`config.mk`:
```
export PLATFORM = sky130hd
export DESIGN_NAME = gdrv_prot_ctrl
export DESIGN_NICKNAME = d
export VERILOG_FILES = /design/src/rtl/gdrv_pkg.sv /design/src/rtl/gdrv_sync.sv /design/src/rtl/gdrv_qual.sv /design/src/rtl/gdrv_fault.sv /design/src/rtl/gdrv_prot_ctrl.sv
export SDC_FILE = /design/constraint.sdc
export NUM_CORES = 1
export LEC_CHECK = 0
export BUFFER_PORTS_ARGS = -buffer_cell sky130_fd_sc_hd__buf_2
export CORE_ASPECT_RATIO = 0.5
export CORE_MARGIN = 2
export CORE_UTILIZATION = 35
export CTS_BUF_LIST = sky130_fd_sc_hd__clkbuf_4 sky130_fd_sc_hd__clkbuf_8
export DETAILED_ROUTE_END_ITERATION = 7
export PLACE_DENSITY = 0.47
export SLEW_MARGIN = 20
export SYNTH_ARGS = -nofsm -noshare
export SYNTH_HDL_FRONTEND = slang
export SYNTH_SLANG_ARGS = --single-unit
```
`constraint.sdc`:
```
create_clock -name clk -period 3.4 [get_ports clk]
set_input_delay 0.17 -clock clk [delete_from_list [all_inputs] [get_ports clk]]
set_output_delay 0.17 -clock clk [all_outputs]
set_load 0.02 [all_outputs]
```
`src/rtl/gdrv_pkg.sv`:
```
package gdrv_pkg;
  // counter width able to hold values 0..n
  function automatic int cw(input int n);
    return (n < 1) ? 1 : $clog2(n + 1);
  endfunction
endpackage

```
`src/rtl/gdrv_sync.sv`:
```
module gdrv_sync #(
  parameter int W = 1
) (
  input  logic         clk,
  input  logic         rst,
  input  logic [W-1:0] d,
  output logic [W-1:0] q
);
  logic [W-1:0] s1;
  always_ff @(posedge clk) begin
    if (rst) begin
      s1 <= '0;
      q  <= '0;
    end else begin
      s1 <= d;
      q  <= s1;
    end
  end
endmodule

```
`src/rtl/gdrv_qual.sv`:
```
module gdrv_qual #(
  parameter int LIMIT = 4
) (
  input  logic clk,
  input  logic rst,
  input  logic lvl,
  output logic trip
);
  localparam int CW = gdrv_pkg::cw(LIMIT);
  localparam logic [CW-1:0] LIM = CW'(LIMIT);
  logic [CW-1:0] cnt;

  assign trip = lvl && (cnt == LIM);

  always_ff @(posedge clk) begin
    if (rst)            cnt <= '0;
    else if (!lvl)      cnt <= '0;
    else if (cnt != LIM) cnt <= cnt + CW'(1);
  end
endmodule

```
`src/rtl/gdrv_fault.sv`:
```
module gdrv_fault #(
  parameter int CLR_CYC = 10
) (
  input  logic clk,
  input  logic rst,
  input  logic oc_trip,
  input  logic uv_trip,
  input  logic uv_ok,
  output logic uv_low,
  output logic flt_q,
  output logic flt_d,
  output logic tmr_zero
);
  localparam int TW = gdrv_pkg::cw(CLR_CYC);
  logic [TW-1:0] tmr;
  logic          load;

  assign load     = oc_trip | uv_trip;
  assign tmr_zero = (tmr == '0);

  always_comb begin
    if (load)                      flt_d = 1'b1;
    else if (tmr_zero && !uv_low)  flt_d = 1'b0;
    else                           flt_d = flt_q;
  end

  always_ff @(posedge clk) begin
    if (rst) begin
      uv_low <= 1'b1;
      tmr    <= TW'(CLR_CYC);
      flt_q  <= 1'b1;
    end else begin
      if (uv_trip)    uv_low <= 1'b1;
      else if (uv_ok) uv_low <= 1'b0;
      if (load)           tmr <= TW'(CLR_CYC);
      else if (!tmr_zero) tmr <= tmr - TW'(1);
      flt_q <= flt_d;
    end
  end
endmodule

```
`src/rtl/gdrv_prot_ctrl.sv`:
```
module gdrv_prot_ctrl #(
  parameter int BLANK_CYC = 45,
  parameter int UVF_CYC   = 500,
  parameter int CLR_CYC   = 27000
) (
  input  logic clk,
  input  logic rst,
  input  logic pwm_in,
  input  logic oc_cmp,
  input  logic uv_below_fall,
  input  logic uv_above_rise,
  input  logic en_sense,
  output logic gate_out,
  output logic flt_pull_low
);
  localparam int NSYNC = 5;
  logic [NSYNC-1:0] raw, synced;
  logic pwm_s, oc_s, uvb_s, uva_s, en_s;
  logic oc_trip, uv_trip, uv_low, flt_d, tmr_zero;

  assign raw = {pwm_in, oc_cmp, uv_below_fall, uv_above_rise, en_sense};
  assign {pwm_s, oc_s, uvb_s, uva_s, en_s} = synced;

  gdrv_sync #(.W(NSYNC)) u_sync (
    .clk(clk), .rst(rst), .d(raw), .q(synced)
  );

  gdrv_qual #(.LIMIT(BLANK_CYC)) u_oc_qual (
    .clk(clk), .rst(rst), .lvl(oc_s), .trip(oc_trip)
  );

  gdrv_qual #(.LIMIT(UVF_CYC)) u_uv_qual (
    .clk(clk), .rst(rst), .lvl(uvb_s & ~uv_low), .trip(uv_trip)
  );

  gdrv_fault #(.CLR_CYC(CLR_CYC)) u_fault (
    .clk(clk), .rst(rst), .oc_trip(oc_trip), .uv_trip(uv_trip),
    .uv_ok(uva_s), .uv_low(uv_low), .flt_q(flt_pull_low),
    .flt_d(flt_d), .tmr_zero(tmr_zero)
  );

  always_ff @(posedge clk) begin
    if (rst) gate_out <= 1'b0;
    else     gate_out <= pwm_s & en_s & ~flt_d;
  end
endmodule

```
==> impl_metrics.tcl <==
set metrics [dict create \
    numCtsBuffers 5 \
    crit_end "u_fault.tmr[11]$_SDFFE_PP1P_" \
    outcome "finished clean" \
    seqPwrFrac 0.540 \
    p_clk_frac 0.423 \
    post-route-worst-setup-slack_ps 1385 \
    cts_root_buffer "clkbuf_8" \
    synth-async-reset-ratio 0 \
    stdcell_area_mm2 0.001988 \
    irDropWorstVdd_uv 156.5 \
    wl_um 3124 \
    final_nets 215 \
    path_clk_slew_ps 90 \
    rsz0062_at_grt "false" \
    period_needed_ps 2015 \
    insertion_delay_ps 300 \
    ys_seq_area_frac 0.4883 \
    synth_cell_types 38 \
    cts_tree "built" \
    timing.rr.start "u_uv_qual.cnt[0]$_SDFFE_PP0P_" \
    r2r-end "u_fault.tmr[11]$_SDFFE_PP1P_" \
    start_util 0.3607 \
    powerDensity_mw_per_mm2 490.9 \
    final_core_util 0.4068 \
    post-place-ws_ps 1350 \
    htree_num_levels 2 \
    finalHoldViolations 0 \
    fp.dieArea_mm2 0.005655 \
    grt_use_total 0.1199 \
    num-fill-cells 525 \
    drt_iter0_markers 20 \
    grt_pass1_vias 1153 \
    antenna_found_initial 0 \
    pwr-share-comb 0.037 \
    core_mm2 0.004887 \
    drive_gt1_frac 0.1078 \
    hold_path.class "in2reg" \
    p_int_uw 772.4 \
    wl_per_cell_um 11.40 \
    area_delta_synth_final_pct 12.78 \
    drc 0 \
    antennaDiodeCount 0 \
    fin_setup_tns_ps 0 \
    clock_path_buffers 2 \
    arrival_ps 2140 \
    numClockSinks 43 \
    fp.dieH_um 54.19 \
    avgSynthCellArea_um2 9.134 \
    synth_largest_area_cell "dfxtp_1" \
    slew_viol_final 0 \
    io_pins 9 \
    syn_nets 205 \
    fp-row-count 18 \
    hold_buffers 0 \
    critPathMaxFanout 9 \
    final_common_cell "dfxtp_1" \
    ant_nets 0 \
    io_buffers 8 \
    synth_top_area_frac 0.4883 \
    placed_cell_area_mm2 0.001871 \
    rrSetupSlack_ps 1390 \
    power.switching_uw 203.6 \
    crit_start "u_uv_qual.cnt[0]$_SDFFE_PP0P_" \
    die_w_um 104.4 \
    period_share 0.5925 \
    ys_top_cells_by_area "dfxtp_1, ha_1, nor2b_1" \
    post_cts_resized 0 \
    via_per_inst 4.799 \
    yosysWarnings 0 \
    max_freq_mhz 496.4 \
    syn_inst 193 \
    grt_pass1_wl_um 5195 \
    final_cell_mix "dfxtp_1, nand2_1, nor2_1" \
    vias 1315 \
    reg2reg_depth 6 \
    sw_frac_of_total 0.2086 \
    p_leak_uw 0.0006447 \
    crit_required_ps 3520 \
    crit_path_end_kind "register" \
    criticalPathCategory "reg2reg" \
    start_kind "register" \
    post_cts_buffers 0 \
    max-slew-margin-rel 0.3882 \
    timing.hold.ws_ps 85.53 \
    overflow 0 \
    worstMarginPinSlew_ps 910.7 \
    synth_seq_cells 43 \
    gp_congestion 0.7575 \
    synthFlopType "dfxtp_1" \
    place_hpwl_um 2208 \
    grt_max_degree 16 \
    syn_area_mm2 0.001763 \
    cap_violations 0 \
    skew_ps 11.18 \
    setup_viol 0 \
    synth_edf_count 0 \
    drt_pass1_iterations 4 \
]
metal layers:
metal / global-route usage / up-vias / wire, um
met5: 0 / - / 0
met4: 0.04730 / 0 / 31
met3: 0.03995 / 5 / 88
met2: 0.1917 / 7 / 1307
met1: 0.1531 / 594 / 1697
li1: - / 709 / -
state kept, by name, indices dropped and copies added (netlist names):
signal          cells
u_fault.flt_q       1
u_sync.s1           5
u_fault.uv_low      1
u_fault.tmr        15
gate_out            1
u_uv_qual.cnt       9
u_sync.q            5
u_oc_qual.cnt       6
power groups by stage:
stage | Sequential, uW | Combinational (uW) | Clock (uW)
CTS | 527 | 37.2 | 427
finish | 527 | 36.2 | 413
global placement | 539 | 36.7 | 0
floorplan | 536 | 27.8 | 0
global route | 530 | 42.8 | 447
detailed placement | 539 | 36.9 | 0
synthesized netlist by cell type, drive strengths merged, types with 4 or more instances:
cell	number
ha	5
nand2b	5
or3	10
a21oi	11
inv	8
nor4	4
nor2b	10
nand2	16
clkbuf	4
nor2	14
o21ai	8
xnor2	7
nor3	7
dfxtp	43
nand3	7
o31ai	5
final cells by class:
cell class              instances  area [um^2]  area share
clock buffers                   6        82.58     0.04154
clock inverters                 2        35.03     0.01762
flip-flops and latches         43        860.8      0.4330
repair buffers                  8        40.04     0.02014
inverters                       8        30.03     0.01510
multi-input cells             137        852.1      0.4286
well taps                      70        87.58     0.04405
worst min path at each step:
stage | startpoint | endpoint | slack, ps | depth (start not counted)
after floorplan | rst | u_sync.s1[0]$_SDFF_PP0_ | 240 | 1
after global placement | uv_above_rise | u_sync.s1[1]$_SDFF_PP0_ | 380 | 2
after detailed placement | pwm_in | u_sync.s1[4]$_SDFF_PP0_ | 380 | 2
after CTS | pwm_in | u_sync.s1[4]$_SDFF_PP0_ | 70 | 2
after global routing | en_sense | u_sync.s1[0]$_SDFF_PP0_ | 80 | 2
final | pwm_in | u_sync.s1[4]$_SDFF_PP0_ | 90 | 2
logic make-up after synthesis:
logic type | synth area share
buffers and inverters | 0.02838
XOR/XNOR | 0.04472
AO/OA/AOI/OAI | 0.1249
flip-flops | 0.4883
multiplexers | 0.005678
AND/OR/NAND/NOR | 0.2725
adder cells (fa/ha/maj) | 0.03549
critical path, stage by stage, from the launching register on:
cell	delay, ps
dfxtp_1	360
inv_1	80
ha_1	200
nand4b_1	110
nor3_1	80
nor3_1	740
o311ai_0	280
through the flow:
| stage | total power [uW] | cells |
|---|---|---|
| finish | 976.1 | 274 |
| global route | 1020 | 274 |
| detailed placement | 575.9 | 266 |
| floorplan | 563.9 | 193 |
| CTS | 991.7 | 274 |
| global placement | 575.5 | 266 |
(Power assumes the default switching activity.)
